[config.mk]
export PLATFORM = sky130hd
export DESIGN_NAME = seg_switch_decoder
export DESIGN_NICKNAME = d
export VERILOG_FILES = /design/src/rtl/seg_switch_pkg.sv /design/src/rtl/therm_decoder.sv /design/src/rtl/pipe_delay.sv /design/src/rtl/spare_router.sv /design/src/rtl/seg_switch_decoder.sv
export SDC_FILE = /design/constraint.sdc
export NUM_CORES = 1
export LEC_CHECK = 0
export BUFFER_PORTS_ARGS = -buffer_cell sky130_fd_sc_hd__buf_2
export CORE_MARGIN = 2
export CORE_UTILIZATION = 29
export CTS_BUF_LIST = sky130_fd_sc_hd__clkbuf_2
export DETAILED_ROUTE_END_ITERATION = 10
export HOLD_SLACK_MARGIN = 0.05
export SYNTH_ARGS = -nofsm -noshare
export SYNTH_HDL_FRONTEND = slang
export SYNTH_SLANG_ARGS = --single-unit
export TNS_END_PERCENT = 30
[constraint.sdc]
create_clock -name clk -period 2.6 [get_ports clk]
set_input_delay 0.13 -clock clk [delete_from_list [all_inputs] [get_ports clk]]
set_output_delay 0.13 -clock clk [all_outputs]
set_load 0.05 [all_outputs]
[src/rtl/seg_switch_pkg.sv]
// Package: shared segment widths and derived line counts for the
// segmented switch decoder. Assumes every segment is 1..8 bits wide.
package seg_switch_pkg;
    localparam int MSB_BITS   = 6;
    localparam int MID_BITS   = 4;
    localparam int LSB_BITS   = 4;
    localparam int SAMPLE_W   = MSB_BITS + MID_BITS + LSB_BITS;
    localparam int MSB_LINES  = (1 << MSB_BITS) - 1;
    localparam int MID_LINES  = (1 << MID_BITS) - 1;
    localparam int PIPE_DEPTH = 2;
endpackage

[src/rtl/therm_decoder.sv]
// therm_decoder: registered binary-to-thermometer decoder.
// Output line k goes high when the input value is greater than k.
// Assumes IN_W is small enough that 2**IN_W-1 lines are practical.
module therm_decoder #(
    parameter int IN_W  = 6,
    parameter int LINES = (1 << IN_W) - 1
) (
    input  logic             clk,
    input  logic             rst_n,
    input  logic [IN_W-1:0]  bin_i,
    output logic [LINES-1:0] therm_q
);
    logic [LINES-1:0] therm_d;

    // One comparator per output line.
    for (genvar k = 0; k < LINES; k++) begin : g_line
        assign therm_d[k] = (bin_i > IN_W'(k));
    end

    // Register the decoded code (first pipeline stage).
    always_ff @(posedge clk) begin
        if (!rst_n) therm_q <= '0;
        else        therm_q <= therm_d;
    end

    // registered code keeps thermometer shape (ones packed at bit 0).
    p_therm_shape_r2: assert property (@(posedge clk) disable iff (!rst_n)
        ((therm_q & (therm_q + 1'b1)) == '0));
endmodule

[src/rtl/pipe_delay.sv]
// pipe_delay: fixed-depth register delay line with a chosen reset value.
// Used to align paths that do no decoding with the decoded paths.
// Assumes DEPTH >= 1.
module pipe_delay #(
    parameter int             W       = 4,
    parameter int             DEPTH   = 2,
    parameter logic [W-1:0]   RST_VAL = '0
) (
    input  logic         clk,
    input  logic         rst_n,
    input  logic [W-1:0] d_i,
    output logic [W-1:0] q_o
);
    logic [W-1:0] stg_q [DEPTH];

    // Shift the value one stage per clock, loading RST_VAL in reset.
    always_ff @(posedge clk) begin
        if (!rst_n) begin
            for (int s = 0; s < DEPTH; s++) stg_q[s] <= RST_VAL;
        end else begin
            stg_q[0] <= d_i;
            for (int s = 1; s < DEPTH; s++) stg_q[s] <= stg_q[s-1];
        end
    end

    assign q_o = stg_q[DEPTH-1];
endmodule

[src/rtl/spare_router.sv]
// spare_router: combinational substitution of one unary cell.
// When enabled with an index inside the array, the indexed line's bit
// is moved onto the spare output and the line itself is cleared.
// Out-of-range indices and a low enable leave the code untouched.
module spare_router #(
    parameter int LINES = 63,
    parameter int IDX_W = 6
) (
    input  logic             en_i,
    input  logic [IDX_W-1:0] idx_i,
    input  logic [LINES-1:0] therm_i,
    output logic [LINES-1:0] therm_o,
    output logic             spare_o
);
    logic idx_ok;

    assign idx_ok = ({1'b0, idx_i} < (IDX_W+1)'(LINES));

    // Move the selected cell's bit to the spare and switch the cell off.
    always_comb begin
        therm_o = therm_i;
        spare_o = 1'b0;
        for (int k = 0; k < LINES; k++) begin
            if (en_i && idx_ok && (idx_i == IDX_W'(k))) begin
                spare_o    = therm_i[k];
                therm_o[k] = 1'b0;
            end
        end
    end
endmodule

[src/rtl/seg_switch_decoder.sv]
// seg_switch_decoder: top of the segmented switch decoder.
// Stage 1 decodes the top and mid fields and captures the calibration
// controls with their sample; stage 2 applies spare substitution and
// retimes every output together. The low field and the always-on
// lower-segment control pass through delay lines of equal depth.
module seg_switch_decoder
    import seg_switch_pkg::*;
(
    input  logic                 clk,
    input  logic                 rst_n,
    input  logic [SAMPLE_W-1:0]  sample_i,
    input  logic                 cal_en_i,
    input  logic [MSB_BITS-1:0]  cal_idx_i,
    output logic [MSB_LINES-1:0] msb_therm_o,
    output logic [MID_LINES-1:0] mid_therm_o,
    output logic [LSB_BITS-1:0]  lsb_bin_o,
    output logic                 spare_o,
    output logic                 lower_cell_o
);
    localparam int MSB_LO = MID_BITS + LSB_BITS;
    localparam int MID_LO = LSB_BITS;
    localparam int CAL_W  = MSB_BITS + 1;

    logic [MSB_BITS-1:0]  msb_field;
    logic [MID_BITS-1:0]  mid_field;
    logic [MSB_LINES-1:0] msb_s1;
    logic [MID_LINES-1:0] mid_s1;
    logic [CAL_W-1:0]     cal_s1;
    logic [MSB_LINES-1:0] msb_routed;
    logic                 spare_routed;

    assign msb_field = sample_i[SAMPLE_W-1:MSB_LO];
    assign mid_field = sample_i[MSB_LO-1:MID_LO];

    therm_decoder #(.IN_W(MSB_BITS), .LINES(MSB_LINES)) u_msb_dec (
        .clk(clk), .rst_n(rst_n), .bin_i(msb_field), .therm_q(msb_s1));

    therm_decoder #(.IN_W(MID_BITS), .LINES(MID_LINES)) u_mid_dec (
        .clk(clk), .rst_n(rst_n), .bin_i(mid_field), .therm_q(mid_s1));

    // Calibration controls travel with their sample through stage 1.
    pipe_delay #(.W(CAL_W), .DEPTH(PIPE_DEPTH-1), .RST_VAL('0)) u_cal_dly (
        .clk(clk), .rst_n(rst_n), .d_i({cal_en_i, cal_idx_i}), .q_o(cal_s1));

    pipe_delay #(.W(LSB_BITS), .DEPTH(PIPE_DEPTH), .RST_VAL('0)) u_lsb_dly (
        .clk(clk), .rst_n(rst_n), .d_i(sample_i[LSB_BITS-1:0]), .q_o(lsb_bin_o));

    pipe_delay #(.W(1), .DEPTH(PIPE_DEPTH), .RST_VAL(1'b1)) u_lower_dly (
        .clk(clk), .rst_n(rst_n), .d_i(1'b1), .q_o(lower_cell_o));

    spare_router #(.LINES(MSB_LINES), .IDX_W(MSB_BITS)) u_router (
        .en_i(cal_s1[CAL_W-1]), .idx_i(cal_s1[MSB_BITS-1:0]),
        .therm_i(msb_s1), .therm_o(msb_routed), .spare_o(spare_routed));

    // Common final stage: all unary and spare controls change together.
    always_ff @(posedge clk) begin
        if (!rst_n) begin
            msb_therm_o <= '0;
            mid_therm_o <= '0;
            spare_o     <= 1'b0;
        end else begin
            msb_therm_o <= msb_routed;
            mid_therm_o <= mid_s1;
            spare_o     <= spare_routed;
        end
    end

    // Edges since reset, saturating at 2, so checks never reach past reset.
    logic [1:0] age_q;
    always_ff @(posedge clk) begin
        if (!rst_n)              age_q <= 2'd0;
        else if (age_q != 2'd2)  age_q <= age_q + 2'd1;
    end

    // low bits arrive unchanged two edges later.
    p_lsb_align_r3: assert property (@(posedge clk) disable iff (!rst_n)
        (age_q == 2'd2) |-> (lsb_bin_o == $past(sample_i[LSB_BITS-1:0], 2)));

    // without substitution the top code holds as many ones as the field value.
    p_msb_count_r1: assert property (@(posedge clk) disable iff (!rst_n)
        (age_q == 2'd2 && !$past(cal_en_i, 2)) |->
        ($countones(msb_therm_o) == $past(32'(msb_field), 2)));

    // spare stays off when substitution is disabled.
    p_spare_idle_r6: assert property (@(posedge clk) disable iff (!rst_n)
        (age_q == 2'd2 && !$past(cal_en_i, 2)) |-> !spare_o);

    // substitution moves a bit, never adds or drops one.
    p_sub_conserve_r5: assert property (@(posedge clk) disable iff (!rst_n)
        (age_q == 2'd2 && $past(cal_en_i, 2)) |->
        (($countones(msb_therm_o) + 32'(spare_o)) == $past(32'(msb_field), 2)));

    // lower-segment cell stays on once reset has been applied.
    p_lower_on_r8: assert property (@(posedge clk) disable iff (!rst_n)
        (age_q != 2'd0) |-> lower_cell_o);
endmodule

### Yosys cells after proc, flatten, opt, wreduce, memory -nomap -nowiden

Memories as Yosys holds them, arrays and structs flattened.
Index checks and enable logic that the tools add are counted.

| cells by class | value |
|---|---|
| order comparisons | 79 |
| equal/unequal tests | 62 |
| mux-type cells | 71 |
| bitwise logic cells | 5 |
| reduce and logical (&&, ||, !) cells | 129 |

Operators by type and width:

| kind | count |
|---|---|
| 6-bit equality test, second input constant | 31 |
| 6-bit greater-than comparator, second input constant | 31 |
| 2-bit OR reduction | 63 |
| 6-bit by 5-bit equality test with 1-bit output, second input constant | 16 |
| 6-bit by 5-bit greater-than comparator with 1-bit output, second input constant | 16 |
| 1-bit two-way mux | 68 |
| 1-bit logical AND | 64 |
| 6-bit by 4-bit equality test with 1-bit output, second input constant | 8 |
| 6-bit by 4-bit greater-than comparator with 1-bit output, second input constant | 8 |
| 4-bit greater-than comparator, second input constant | 7 |
| 6-bit by 3-bit equality test with 1-bit output, second input constant | 4 |
| 6-bit by 3-bit greater-than comparator with 1-bit output, second input constant | 4 |
| 4-bit by 3-bit greater-than comparator with 1-bit output, second input constant | 4 |
| 6-bit by 2-bit equality test with 1-bit output, second input constant | 2 |
| 6-bit by 1-bit greater-than comparator with 1-bit output, second input constant | 2 |
| 6-bit by 2-bit greater-than comparator with 1-bit output, second input constant | 2 |
| 4-bit by 1-bit greater-than comparator with 1-bit output, second input constant | 2 |
| 4-bit by 2-bit greater-than comparator with 1-bit output, second input constant | 2 |
| 4-bit two-way mux | 2 |
| 7-bit two-way mux | 1 |
| 7-bit OR reduction | 1 |
| 6-bit by 1-bit equality test with 1-bit output, second input constant | 1 |
| 6-bit logical NOT | 1 |
| 6-bit less-than comparator, second input constant | 1 |
| other kinds (2) | 5 |

| storage, ports and cells | value |
|---|---|
| bits in registers | 157 |
| RAM bits | 17 |
| input port bits | 23 |
| output and inout port bits | 84 |
| word-level logic and storage cells | 416 |
| memories | 3 |

Memories:

| memory | depth | bits a word | rd ports | clocked after memory_dff | write ports | RTL line | source |
|---|---|---|---|---|---|---|---|
| u_lsb_dly.stg_q | 2 | 4 | 2 | 0 | 2 | pipe_delay.sv:14 | `logic [W-1:0] stg_q [DEPTH];` |
| u_cal_dly.stg_q | 1 | 7 | 1 | 0 | 1 | pipe_delay.sv:14 |  |
| u_lower_dly.stg_q | 2 | 1 | 2 | 0 | 2 | pipe_delay.sv:14 |  |

### Longest topological paths before layout

An unclocked memory read counts as a cell.

| depth | value |
|---|---|
| depth after elaboration | 67 |
| depth in mapped cells | 10 |
| gate-level depth less buffers | 7 |

### Modules after synthesis

From an unflattened synthesis, not the netlist that was laid out.

| unflattened totals | value |
|---|---|
| cell total of the unflattened synthesis | 703 |
| area, all modules | 6747.7 um^2 |

By module, submodules not included:

| module | instances | cells an instance | area an instance (um^2) |
|---|---|---|---|
| seg_switch_decoder | 1 | 167 | 2128.3 |
| therm_decoder at u_msb_dec | 1 | 185 | 1898.1 |
| spare_router | 1 | 270 | 1800.5 |
| therm_decoder at u_mid_dec | 1 | 43 | 444.2 |
| pipe_delay at u_lsb_dly | 1 | 20 | 240.2 |
| pipe_delay at u_cal_dly | 1 | 14 | 183.9 |
| pipe_delay at u_lower_dly | 1 | 4 | 52.6 |

### Worst setup path after synthesis

No wires, ideal clock.

| timing | value |
|---|---|
| kind | register to register |
| start point | memory u_cal_dly.stg_q[0][0] in the netlist's numbering |
| end point | register spare_o |
| arrival time | 1.717 ns |
| setup slack | 0.756 ns |
| cell stages (with the launch flop) | 11 |
| path buffers | 4 |
| clock period less this slack | 1.844 ns |
| cells stage by stage | dfxtp_1 buf_2 buf_4 buf_4 buf_2 mux2i_1 nand2_1 a21oi_1 o211ai_1 o21ai_0 a211oi_2 |

| between the ends | value |
|---|---|
| cells in the longest elaborated chain, start to end | 67 |
| elaborated cells on any way between the ends | 192 |
| classes of those cells | order compare (1); eq/ne (62); mux (63); reduce/logical (65); memory (1) |

Ends and longest elaborated chain:

| element | RTL line | source |
|---|---|---|
| from (decl) | pipe_delay.sv:14 |  |
| memory 1 x 7 bit * | -- |  |
| 6-bit less-than comparator | spare_router.sv:17 | `assign idx_ok = ({1'b0, idx_i} < (IDX_W+1)'(LINES));` |
| 1-bit logical AND (2 in series) | spare_router.sv:24 | `if (en_i && idx_ok && (idx_i == IDX_W'(k))) begin` |
| 1-bit two-way mux (62 in series) | spare_router.sv:24 |  |
| 1-bit two-way mux * | spare_router.sv:24 |  |
| to (signal assigned) | seg_switch_decoder.sv:64 | `spare_o <= spare_routed;` |
| to (decl) | seg_switch_decoder.sv:17 | `output logic spare_o,` |

Mark *: on every way between the ends. The rest lies on a longest branch, timed or not.
A chain may end at the register's enable or synchronous reset.

### Worst setup path in the final report

| timing | value |
|---|---|
| start point | input sample_i[11] |
| end point | register u_msb_dec.therm_q[42] |

| between the ends | value |
|---|---|
| cells in the longest elaborated chain, start to end | 1 |

Ends and longest elaborated chain:

| element | RTL line | source |
|---|---|---|
| from (decl) | seg_switch_decoder.sv:11 | `input logic [SAMPLE_W-1:0] sample_i,` |
| 6-bit greater-than comparator | therm_decoder.sv:17 | `assign therm_d[k] = (bin_i > IN_W'(k));` |
| to (signal assigned) | therm_decoder.sv:23 | `else therm_q <= therm_d;` |
| to (decl) | therm_decoder.sv:11 | `output logic [LINES-1:0] therm_q` |

No other way between the ends.

==> impl_metrics.py <==
metrics = {
    "run_status": {
        "status": "finished clean",
    },
    "worst_setup_path": {
        "startpoint_type": "input port",
        "timing.critical_path.to_type": "flop",
        "worst_path_most_repeated_cell": "dlygate4sd3_1",
        "timing.critical_path.required_ps": 3340,
        "timing.critical_path.fanout_max": 16,
        "timing.critical_path.cells": "dlygate4sd3_1 -> buf_2 -> inv_2 -> nor4_1 -> nand2_1 -> dlygate4sd3_1 -> a21oi_1 -> dlygate4sd3_1 -> a21boi_1",
        "critical_path.max_stage_delay_ps": 600,
        "critical_path_arrival_ps": 3200,
        "crit_path_top_delay_cell": "dlygate4sd3_1",
        "criticalPathCategory": "input port to flop",
    },
    "timing": {
        "setup_total_negative_slack_ps": 0,
        "layout_worst_path_cycle_share_pct": 94.7,
        "final_setup_violating_endpoints": 0,
        "worst_slew_margin_rel_pct": 54.3,
        "grt_setup_unrepaired": "no",
        "fin_hold_ws_ps": 154,
        "layout_min_cycle_time_ps": 2460,
        "fin_skew_ps": 39.7,
        "maxSlewViolCount": 0,
        "timing.final.hold_violations": 0,
        "tightestPinTransition_ps": 679,
        "fmaxAchievable_mhz": 406,
    },
    "logic_synthesis": {
        "async_flop_share_pct": 0,
        "synth_enable_flop_cells": 0,
        "postSynth.topFlopCell": "dfxtp_1",
        "seq_area_frac_synth_pct": 56.4,
        "synth_warnings": 0,
        "syn_nets": 702,
        "post_synth_inst_count": 679,
        "netlist.area_leader.share_pct": 56.4,
        "ys_ff_latch": 172,
        "post_synth_num_cell_types": 62,
        "syn_avg_cell_area_um2": 8.99,
        "synth_area_um2": 6110,
        "synth.top_cells.by_area": "dfxtp_1 (56%), a21oi_1 (9.2%), nand2_1 (5.3%)",
        "biggest_area_consumer_among_synthesized_cells": "dfxtp_1",
    },
    "finish": {
        "final_cell_mix": "dfxtp_1 (172), a21oi_1 (112), buf_2 (105), nand2_1 (86), nor2_1 (64)",
        "areaGrowthSynthToFinish_pct": 25.2,
        "share_of_layout_cells_above_drive_strength_1_pct": 21.1,
        "number_of_filler_instances_in_the_final_layout": 2201,
        "final_util_pct": 36.7,
        "final_common_cell": "dfxtp_1",
        "layout.nets": 843,
    },
    "clock_tree": {
        "htree_levels": 4,
        "tritoncts_num_sinks": 172,
        "clock_insertion_delay_at_the_later_pin_of_the_skew_report_ps": 790,
        "clock-root-buffer": "clkbuf_2",
        "cts_tree": "done",
        "worst_setup_hold_path_clk_slew_ps": 270,
        "clk_path_buf_depth": 2,
        "cts_buffers": 17,
    },
    "global_route": {
        "grt_pass1_vias": 5226,
        "grt_first_pass_wirelength_um": 29500,
        "pin_count_of_the_biggest_net_entering_global_routing": 80,
        "globalRouteOverflowTotal": 0,
        "grt_use_total_pct": 17.7,
        "antenna_found_initial": 1,
    },
    "place": {
        "port_buffers": 105,
        "place_congestion": 0.963,
        "dp.final_hpwl_um": 14500,
    },
    "route": {
        "detailroute.via_count": 5444,
        "via_per_inst": 4.91,
        "ant_nets": 0,
        "avgRoutedWirePerCell_um": 17.7,
        "route.detailed.drc": 0,
        "drt_iter0_markers": 764,
        "drt-pass1-iter-count": 5,
        "routed_wirelength_um": 19600,
    },
    "power_and_ir_drop": {
        "powerDensity_nw_per_um2": 649,
        "vdd.ir_drop.worst_uv": 214,
        "p_total_mw": 4.96,
        "static-leakage-power_nw": 3.36,
    },
    "floorplanning": {
        "initial_standard_cell_utilization_of_the_core_pct": 29.3,
        "area_of_the_die_um2": 22200,
        "core_footprint_um2": 20800,
        "die_y_um": 149,
        "rows": 53,
        "floorplan.die.width_um": 149,
        "top_level_ports": 107,
    },
    "job": {
        "cap_violations": 0,
    },
    "min_path": {
        "timing.hold.worst.class": "input port to flop",
    },
}
-- path summary, 6_finish.rpt --
check	from	endpoint	slack, ps	cells after the start
max	sample_i[11]	u_msb_dec.therm_q[42]	140	9
min	cal_idx_i[0]	u_cal_dly.stg_q[0][0]	150	3
max reg2reg	u_cal_dly.stg_q[0][0]	spare_o	380	8
min reg2reg	u_msb_dec.therm_q[1]	msb_therm_o[1]	460	2
-- stage by stage --
| step | worst slack [ps] | instances | cell area (um^2) |
|---|---|---|---|
| after floorplan | 756 | 679 | 6110 |
| after global placement | 477 | 1028 | 6910 |
| after detailed placement | 440 | 1028 | 6910 |
| after CTS | 259 | 1108 | 7640 |
| after global routing | 17.9 | 1109 | 7640 |
| final | 137 | 1109 | 7640 |
-- registers in the layout (all words and copies together) (netlist names) --
name and flops:
u_cal_dly.stg_q 7, mid_therm_o 15, msb_therm_o 63, u_lsb_dly.stg_q 8
u_msb_dec.therm_q 63, u_mid_dec.therm_q 15, spare_o 1
-- report_power, final --
part           switching (mW)  internal [mW]  total [mW]  leakage, nW
Clock                    1.08          0.329        1.41        0.153
Sequential             0.0872           2.77        2.86         1.42
Combinational           0.468          0.221       0.689         1.79
Total                    1.64           3.32        4.96         3.36
-- cell usage after synthesis (all sizes together) (2+ instances only) --
| library cell | count |
|---|---|
| o2bb2ai | 2 |
| or2 | 4 |
| a211oi | 7 |
| mux2 | 4 |
| nand2 | 87 |
| inv | 18 |
| nand2b | 6 |
| a22oi | 2 |
| nor2 | 65 |
| o21ai | 18 |
| o2111ai | 2 |
| and3 | 3 |
| mux2i | 11 |
| dfxtp | 172 |
| nor3 | 17 |
| clkbuf | 32 |
| nand3 | 4 |
| buf | 22 |
| a311oi | 2 |
| a221oi | 2 |
| o221ai | 3 |
| nor4 | 7 |
| a21o | 2 |
| nand4 | 2 |
| o211ai | 2 |
| and2 | 36 |
| a31oi | 4 |
| a21boi | 2 |
| nor2b | 5 |
| a21oi | 112 |
| mux4 | 2 |
| nor3b | 2 |
| o22ai | 5 |
-- critical path: cells and delay by family --
kind | cells | cell delay (ps)
AOI/OAI and AO/OA | 2 | 290
buffers and inverters | 5 | 2180
and+or+nand+nor | 2 | 610
-- area by class of cell --
type / instances / area (um^2) / share of cell area, %
Timing Repair Buffer: 176 / 1190 / 15.6
Antenna cell: 1 / 2.50 / 0.0327
Inverter: 19 / 71.3 / 0.933
Clock inverter: 15 / 168 / 2.19
Tap cell: 275 / 344 / 4.50
Multi-Input combinational cell: 434 / 2340 / 30.6
Clock buffer: 17 / 85.1 / 1.11
Sequential cell: 172 / 3440 / 45.1
-- routing by layer --
| metal | global-route usage [%] | wire (um) | vias to the layer above |
|---|---|---|---|
| met2 | 27.7 | 8940 | 254 |
| met3 | 4.07 | 1440 | 46 |
| met5 | 0 | 0 | - |
| met1 | 23.8 | 8630 | 2571 |
| li1 | - | - | 2573 |
| met4 | 7.10 | 575 | 0 |
-- logic make-up after synthesis --
kind of cell	count (synthesis)	share of synthesized area, %
buffers and inverters	73	5.41
muxes	17	3.28
other	1	0.0614
xor gates and xnor gates	1	0.143
DFF	172	56.4
and+or+nand+nor	243	18.6
AOI/OAI and AO/OA	172	16.1
-- what timing repair did --
item                                   CTS  global route
resized for setup                        0             0
hold buffers                            48             0
endpoints found under the hold margin  168             0
setup buffers                            0             0
No activity file was read; power rests on OpenSTA's default activity.
